[config.mk]
export PLATFORM = sky130hd
export DESIGN_NAME = sync_rx_unit
export DESIGN_NICKNAME = d
export VERILOG_FILES = /design/src/rtl/sync_rx_unit.sv
export SDC_FILE = /design/constraint.sdc
export NUM_CORES = 1
export LEC_CHECK = 0
export BUFFER_PORTS_ARGS = -buffer_cell sky130_fd_sc_hd__buf_2
export CAP_MARGIN = 20
export CORE_MARGIN = 1
export CORE_UTILIZATION = 50
export CTS_CLUSTER_SIZE = 12
export DETAILED_ROUTE_END_ITERATION = 7
export PLACE_DENSITY_LB_ADDON = 0.2
export SLEW_MARGIN = 0
export SYNTH_ARGS = -nofsm -noshare
export SYNTH_HDL_FRONTEND = slang
export SYNTH_SLANG_ARGS = --single-unit
[constraint.sdc]
create_clock -name clk -period 1.75 [get_ports clk]
set_input_delay 0.4375 -clock clk [delete_from_list [all_inputs] [get_ports clk]]
set_output_delay 0.4375 -clock clk [all_outputs]
set_load 0.005 [all_outputs]
[src/rtl/sync_rx_unit.sv]
module sync_rx_unit #(
  parameter int W    = 8,
  parameter int DIVW = 4
) (
  input  logic         clk,
  input  logic         rst_n,
  input  logic [1:0]   reg_addr,
  input  logic         reg_wr,
  input  logic         reg_rd,
  input  logic [W-1:0] reg_wdata,
  output logic [W-1:0] reg_rdata,
  output logic         ser_clk,
  input  logic         ser_din
);
  localparam int CW = $clog2(W);
  localparam logic [CW-1:0] LAST = CW'(W - 1);

  logic            en, lsbf, cpol, ready, ovr, busy, act;
  logic [DIVW-1:0] div, cnt;
  logic [CW-1:0]   bits;
  logic [W-1:0]    shr, data_q, next_shr;

  wire data_rd = reg_rd && reg_addr == 2'd2;
  wire data_wr = reg_wr && reg_addr == 2'd2;
  wire start   = (data_rd || data_wr) && en && !ovr && !busy;
  wire tick    = busy && cnt == div;
  wire done    = tick && act && bits == LAST;
  wire held    = ready && !data_rd;

  assign next_shr = lsbf ? {ser_din, shr[W-1:1]} : {shr[W-2:0], ser_din};
  assign ser_clk  = act ^ cpol;

  always_comb begin
    case (reg_addr)
      2'd0:    reg_rdata = W'({div, 1'b0, cpol, lsbf, en});
      2'd1:    reg_rdata = W'({busy, ovr, ready});
      2'd2:    reg_rdata = data_q;
      default: reg_rdata = '0;
    endcase
  end

  always_ff @(posedge clk or negedge rst_n) begin
    if (!rst_n) begin
      en <= 1'b0; lsbf <= 1'b0; cpol <= 1'b0; div <= '0;
      ready <= 1'b0; ovr <= 1'b0; busy <= 1'b0; act <= 1'b0;
      cnt <= '0; bits <= '0; shr <= '0; data_q <= '0;
    end else begin
      if (reg_wr && reg_addr == 2'd0)
        {div, cpol, lsbf, en} <= {reg_wdata[DIVW+3:4], reg_wdata[2:0]};
      if (reg_wr && reg_addr == 2'd1 && !reg_wdata[1])
        ovr <= 1'b0;

      if (start) begin
        busy <= 1'b1; cnt <= '0; act <= 1'b0; bits <= '0;
      end else if (tick) begin
        cnt <= '0;
        act <= ~act;
        if (act) begin
          shr  <= next_shr;
          bits <= bits + 1'b1;
          if (done) busy <= 1'b0;
        end
      end else if (busy) begin
        cnt <= cnt + 1'b1;
      end

      if (done) begin
        if (held) ovr <= 1'b1;
        else begin
          data_q <= next_shr;
          ready  <= 1'b1;
        end
      end else if (data_rd) begin
        ready <= 1'b0;
      end
    end
  end
endmodule


# After elaboration in Yosys (flattened, before gate mapping)
# Cells that the tools add are included.
[word_totals]
register_bits = 34
input_bits = 15
out_inout_bits = 9
word_cells = 71
[op_classes]
n_addsub = 2
n_eq_ne = 5
mux = 20
n_bitwise = 4
reduce_logical = 28
[ops]
columns = ["op", "n"]
rows = [
  ["$pmux W8 S3", 1],
  ["$logic_and A1 B1 Y1", 12],
  ["$mux W1", 12],
  ["$mux W4", 3],
  ["$mux W3", 3],
  ["$mux W8", 1],
  ["$reduce_bool A2 Y1", 4],
  ["$reduce_and A2 Y1", 3],
  ["$reduce_and A3 Y1", 2],
  ["$add A4 B1 Y4 const B", 1],
  ["$eq A4 B4 Y1", 1],
  ["$logic_not A1 Y1", 4],
  ["$add A3 B1 Y3 const B", 1],
  ["$eq A3 B3 Y1 const B", 1],
  ["$not A1 Y1", 3],
  ["$reduce_bool A3 Y1", 1],
  ["$eq A2 B1 Y1 const B", 1],
  ["$eq A2 B2 Y1 const B", 1],
  ["$logic_not A2 Y1", 1],
  ["$ne A2 B2 Y1 const B", 1],
  ["$logic_or A1 B1 Y1", 1],
  ["$xor A1 B1 Y1", 1],
]

# Longest topological paths before layout
[depth]
word_depth = 8
depth_mapped = 5
ltp_nobuf = 5

# Least setup slack after synthesis
# OpenSTA, ideal clock, no wires.
[synth_path]
kind = "register to register"
start = "register bits[0]"
end = "register data_q[0]"
setup_ns = 0.125
t_arrival_ns = 1.449
path_slack_ns = 0.176
stages_incl_launch_ff = 6
path_buffers = 0
cell_sequence = "dfrtp_1 ha_1 ha_1 nand4_1 nor3_4 mux2_2"
[synth_between]
elab_chain_cells = 3
[synth_rtl]
columns = ["item", "line_no", "rtl"]
rows = [
  ["start, declared", "20", "logic [CW-1:0] bits;"],
  ["start signal, assigned", "60", "bits <= bits + 1'b1;"],
  ["$eq A3 B3 Y1", "27", "wire done = tick && act && bits == LAST;"],
  ["$logic_and A1 B1 Y1", "27", ""],
  ["$reduce_and A2 Y1 (no line)", "n/a", ""],
  ["end signal, assigned", "70", "data_q <= next_shr;"],
  ["end, declared", "21", "logic [W-1:0] shr, data_q, next_shr;"],
]
# Every way passes these cells.
# A chain may end at the register's enable or synchronous reset.

# Worst setup path after layout
[layout_path]
start = "register div[1]"
end = "register shr[7]"
[layout_between]
elab_chain_cells = 3
[layout_rtl]
columns = ["item", "line_no", "rtl"]
rows = [
  ["start, declared", "19", "logic [DIVW-1:0] div, cnt;"],
  ["start signal, assigned", "49", "{div, cpol, lsbf, en} <= {reg_wdata[DIVW+3:4], reg_wdata[2:0]};"],
  ["$eq A4 B4 Y1", "26", "wire tick = busy && cnt == div;"],
  ["$logic_and A1 B1 Y1", "26", ""],
  ["$reduce_and A3 Y1 (no line)", "n/a", ""],
  ["end signal, assigned", "59", "shr <= next_shr;"],
  ["end, declared", "21", ""],
]
# Every way passes these cells.

==> flow_summary.ini <==
[synth]
yosysWarnings = 0
synthAdderAreaFrac = 0.02143
syn-cell-area_um2 = 1752
synth.distinct_cells = 31
ys_ff_latch = 34
syn_nets = 160
synthSimpleGateAreaFrac = 0.1150
synth_xor_area_frac = 0.03500
synth_compound_area_frac = 0.05857
post_synth.cell_area_avg_um2 = 12.34
syn_inst = 142
seq_area_frac_synth = 0.4857
synth_top_family_by_area = multiplexers
synthMuxAreaShare = 0.2636

[global_routing]
grt.total_usage = 0.1945
grt_pass1_vias = 1141
antenna_found_initial = 0
grt_max_degree = 35
grt_pass1_wl_um = 5140
grt.overflow.total = 0

[clocking]
cts_setup_buffers = 0
clk_pin_slew_ps = 110
clockBufferDepth = 2
cts_tree = built
cts_max_level = 2
postCtsHoldBufs = 0
clk_latency_ps = 340
cts_num_sinks = 34
cts_buffers = 5
root_buffer = clkbuf_4

[detailed_routing]
routedWlPerCell_um = 14.70
dr.pass1.iters = 4
ant_nets = 0
viasPerCell = 5.274
wirelength_um = 3278
num_vias = 1176
drt-initial-drc-count = 99
drc_errors = 0

[placed_design]
dpl.hpwl_um = 2494
gp_congestion = 0.7319
port_buffers = 22

[finish]
area.sequential_um2 = 852.1
area_growth_pct = 17.07
nets = 194
fillers = 278
antenna_cells = 0
drive_gt1_frac = 0.4463
multi_input_area_um2 = 867.1

[timing]
hold_viol_final = 0
finalCritPeriodShare = 0.9675
tightest_slew_ps = 432.9
setup_viol = 0
tns_ps = 0
period_needed_ps = 1693
finClkSkew_ps = 12.62
maxSlewViolCount = 0
holdWs_ps = 106.9
rsz0062_at_grt = false
max_freq_mhz = 590.6
max_slew_margin = 0.7114

[worst_hold_path]
holdCritPathClass = in2async

[worst_setup_path]
cp_max_fo = 12
critPathLaunchType = register
critical_path_required_ps = 1970
crit_path_end_kind = register
worstPathArrival_ps = 1920
worstSetupPathType = reg2reg
timing.reg2reg.setup_slack_ps = 60

[power]
ir_drop_mv = 0.7548
p_sw_frac = 0.3231
pwr-share-seq = 0.461
clkPwrFrac = 0.232
p_int_mw = 1.650
power_density_nw_per_um2 = 1189
pwr-share-comb = 0.306
power_leakage_nw = 0.9934
p_sw_uw = 787.6

[die]
dieArea_um2 = 3744
ioPinCount = 24
fp.dieW_um = 61.19
coreArea_um2 = 3337
die_height_um = 61.19
rows = 21
initial_core_util = 0.5249

[outcome]
status = completed

[flow_run]
drv_cap = 0
[state kept, by name, summed over array words and instances (netlist names)]
name / cells
en: 1
act: 1
lsbf: 1
shr: 8
cnt: 4
ready: 1
bits: 3
cpol: 1
div: 4
data_q: 8
ovr: 1
busy: 1
[power groups by stage]
stage               Combinational (mW)  Clock (mW)  Sequential, mW
finish                           0.747       0.566            1.12
global route                     0.836       0.615            1.15
CTS                              0.756       0.580            1.12
detailed placement               0.755           0            1.14
global placement                 0.715           0            1.13
floorplan                        0.590           0            1.08
[cell families (layout without fill, tap and decap cells)]
logic type | after synthesis | count (layout)
xor+xnor | 7 | 7
compound gates | 18 | 18
fa+ha+maj | 3 | 3
buf+inv | 7 | 42
mux | 40 | 40
simple gates | 33 | 33
flops | 34 | 34
[metal layers]
layer	GRT usage	wire length (um)	vias up
met5	0	0	-
met4	0.06818	42	0
met3	0.05672	151	4
met2	0.3137	1554	34
met1	0.2507	1530	561
li1	-	-	577
[through the flow]
stage	worst slack (ps)	power [mW]	cells	util	instance area, um2
4_1_cts	57.72	2.459	223	0.6138	2048
2_1_floorplan	176.4	1.672	142	-	1752
6_report	56.94	2.438	223	0.6145	2051
3_5_place_dp	26.29	1.894	215	0.5902	1969
3_3_place_gp	55.91	1.842	215	0.5902	1969
5_1_grt	0.7137	2.599	223	0.6145	2051
[critical path: stages, from the launching register on]
cell	delay [ps]
dfrtp_1	420
xnor2_1	280
and3_4	250
and2_4	260
mux2_2	370
[cell type report]
class                   count  area share
flip-flops and latches     34      0.4155
well taps                  46     0.02807
inverters                   1    0.001830
clock inverters             3     0.01952
repair buffers             33     0.09396
clock buffers               5     0.01830
multi-input cells         101      0.4228
[cell usage in the layout, fill, tap and decap left out, types with 4 or more instances in the layout]
cell / n
mux2i_1: 9
xnor2_1: 5
o21ai_0: 9
buf_2: 22
nand2_1: 10
nor2_1: 4
mux2_4: 6
buf_4: 11
mux2_2: 25
nand3_1: 4
clkbuf_4: 5
dfrtp_1: 33
[path summary, 6_finish.rpt]
check                              from       to  cells past startpoint
setup reg to reg                 div[1]   shr[7]                      4
setup / recovery                 div[1]   shr[7]                      4
hold / removal                    rst_n    ready                      2
hold reg to reg                 bits[0]  bits[0]                      1
min in group clk           reg_wdata[6]   div[2]                      2
max in group asynchronous         rst_n     lsbf                      2
[repair_timing]
action / in CTS / in global routing
pin swaps: 0 / 0
endpoints found under the setup margin: 1 / 1
gates resized for setup: 1 / 1
[synth_stat cells, drive strengths merged]
cell	count	area, um2
nand3b	2	15.01
xnor2	5	43.79
a21o	1	7.510
nor3	1	16.27
mux2	31	371.6
a21boi	1	7.510
dfrtp	34	850.8
xor2	2	17.52
nor2b	3	18.77
nor3b	1	12.51
nand2	10	37.54
nand4	1	6.260
mux2i	9	90.09
nand2b	1	6.260
and2	2	15.02
o22ai	3	18.77
and3	3	28.78
o21ai	9	45.04
ha	3	37.54
o2111ai	1	8.760
nand3	4	20.02
buf	3	21.27
clkbuf	3	11.26
nor2	4	15.01
a21oi	3	15.01
nor4bb	1	10.01
inv	1	3.750
No activity file was read; power rests on OpenSTA's default activity.
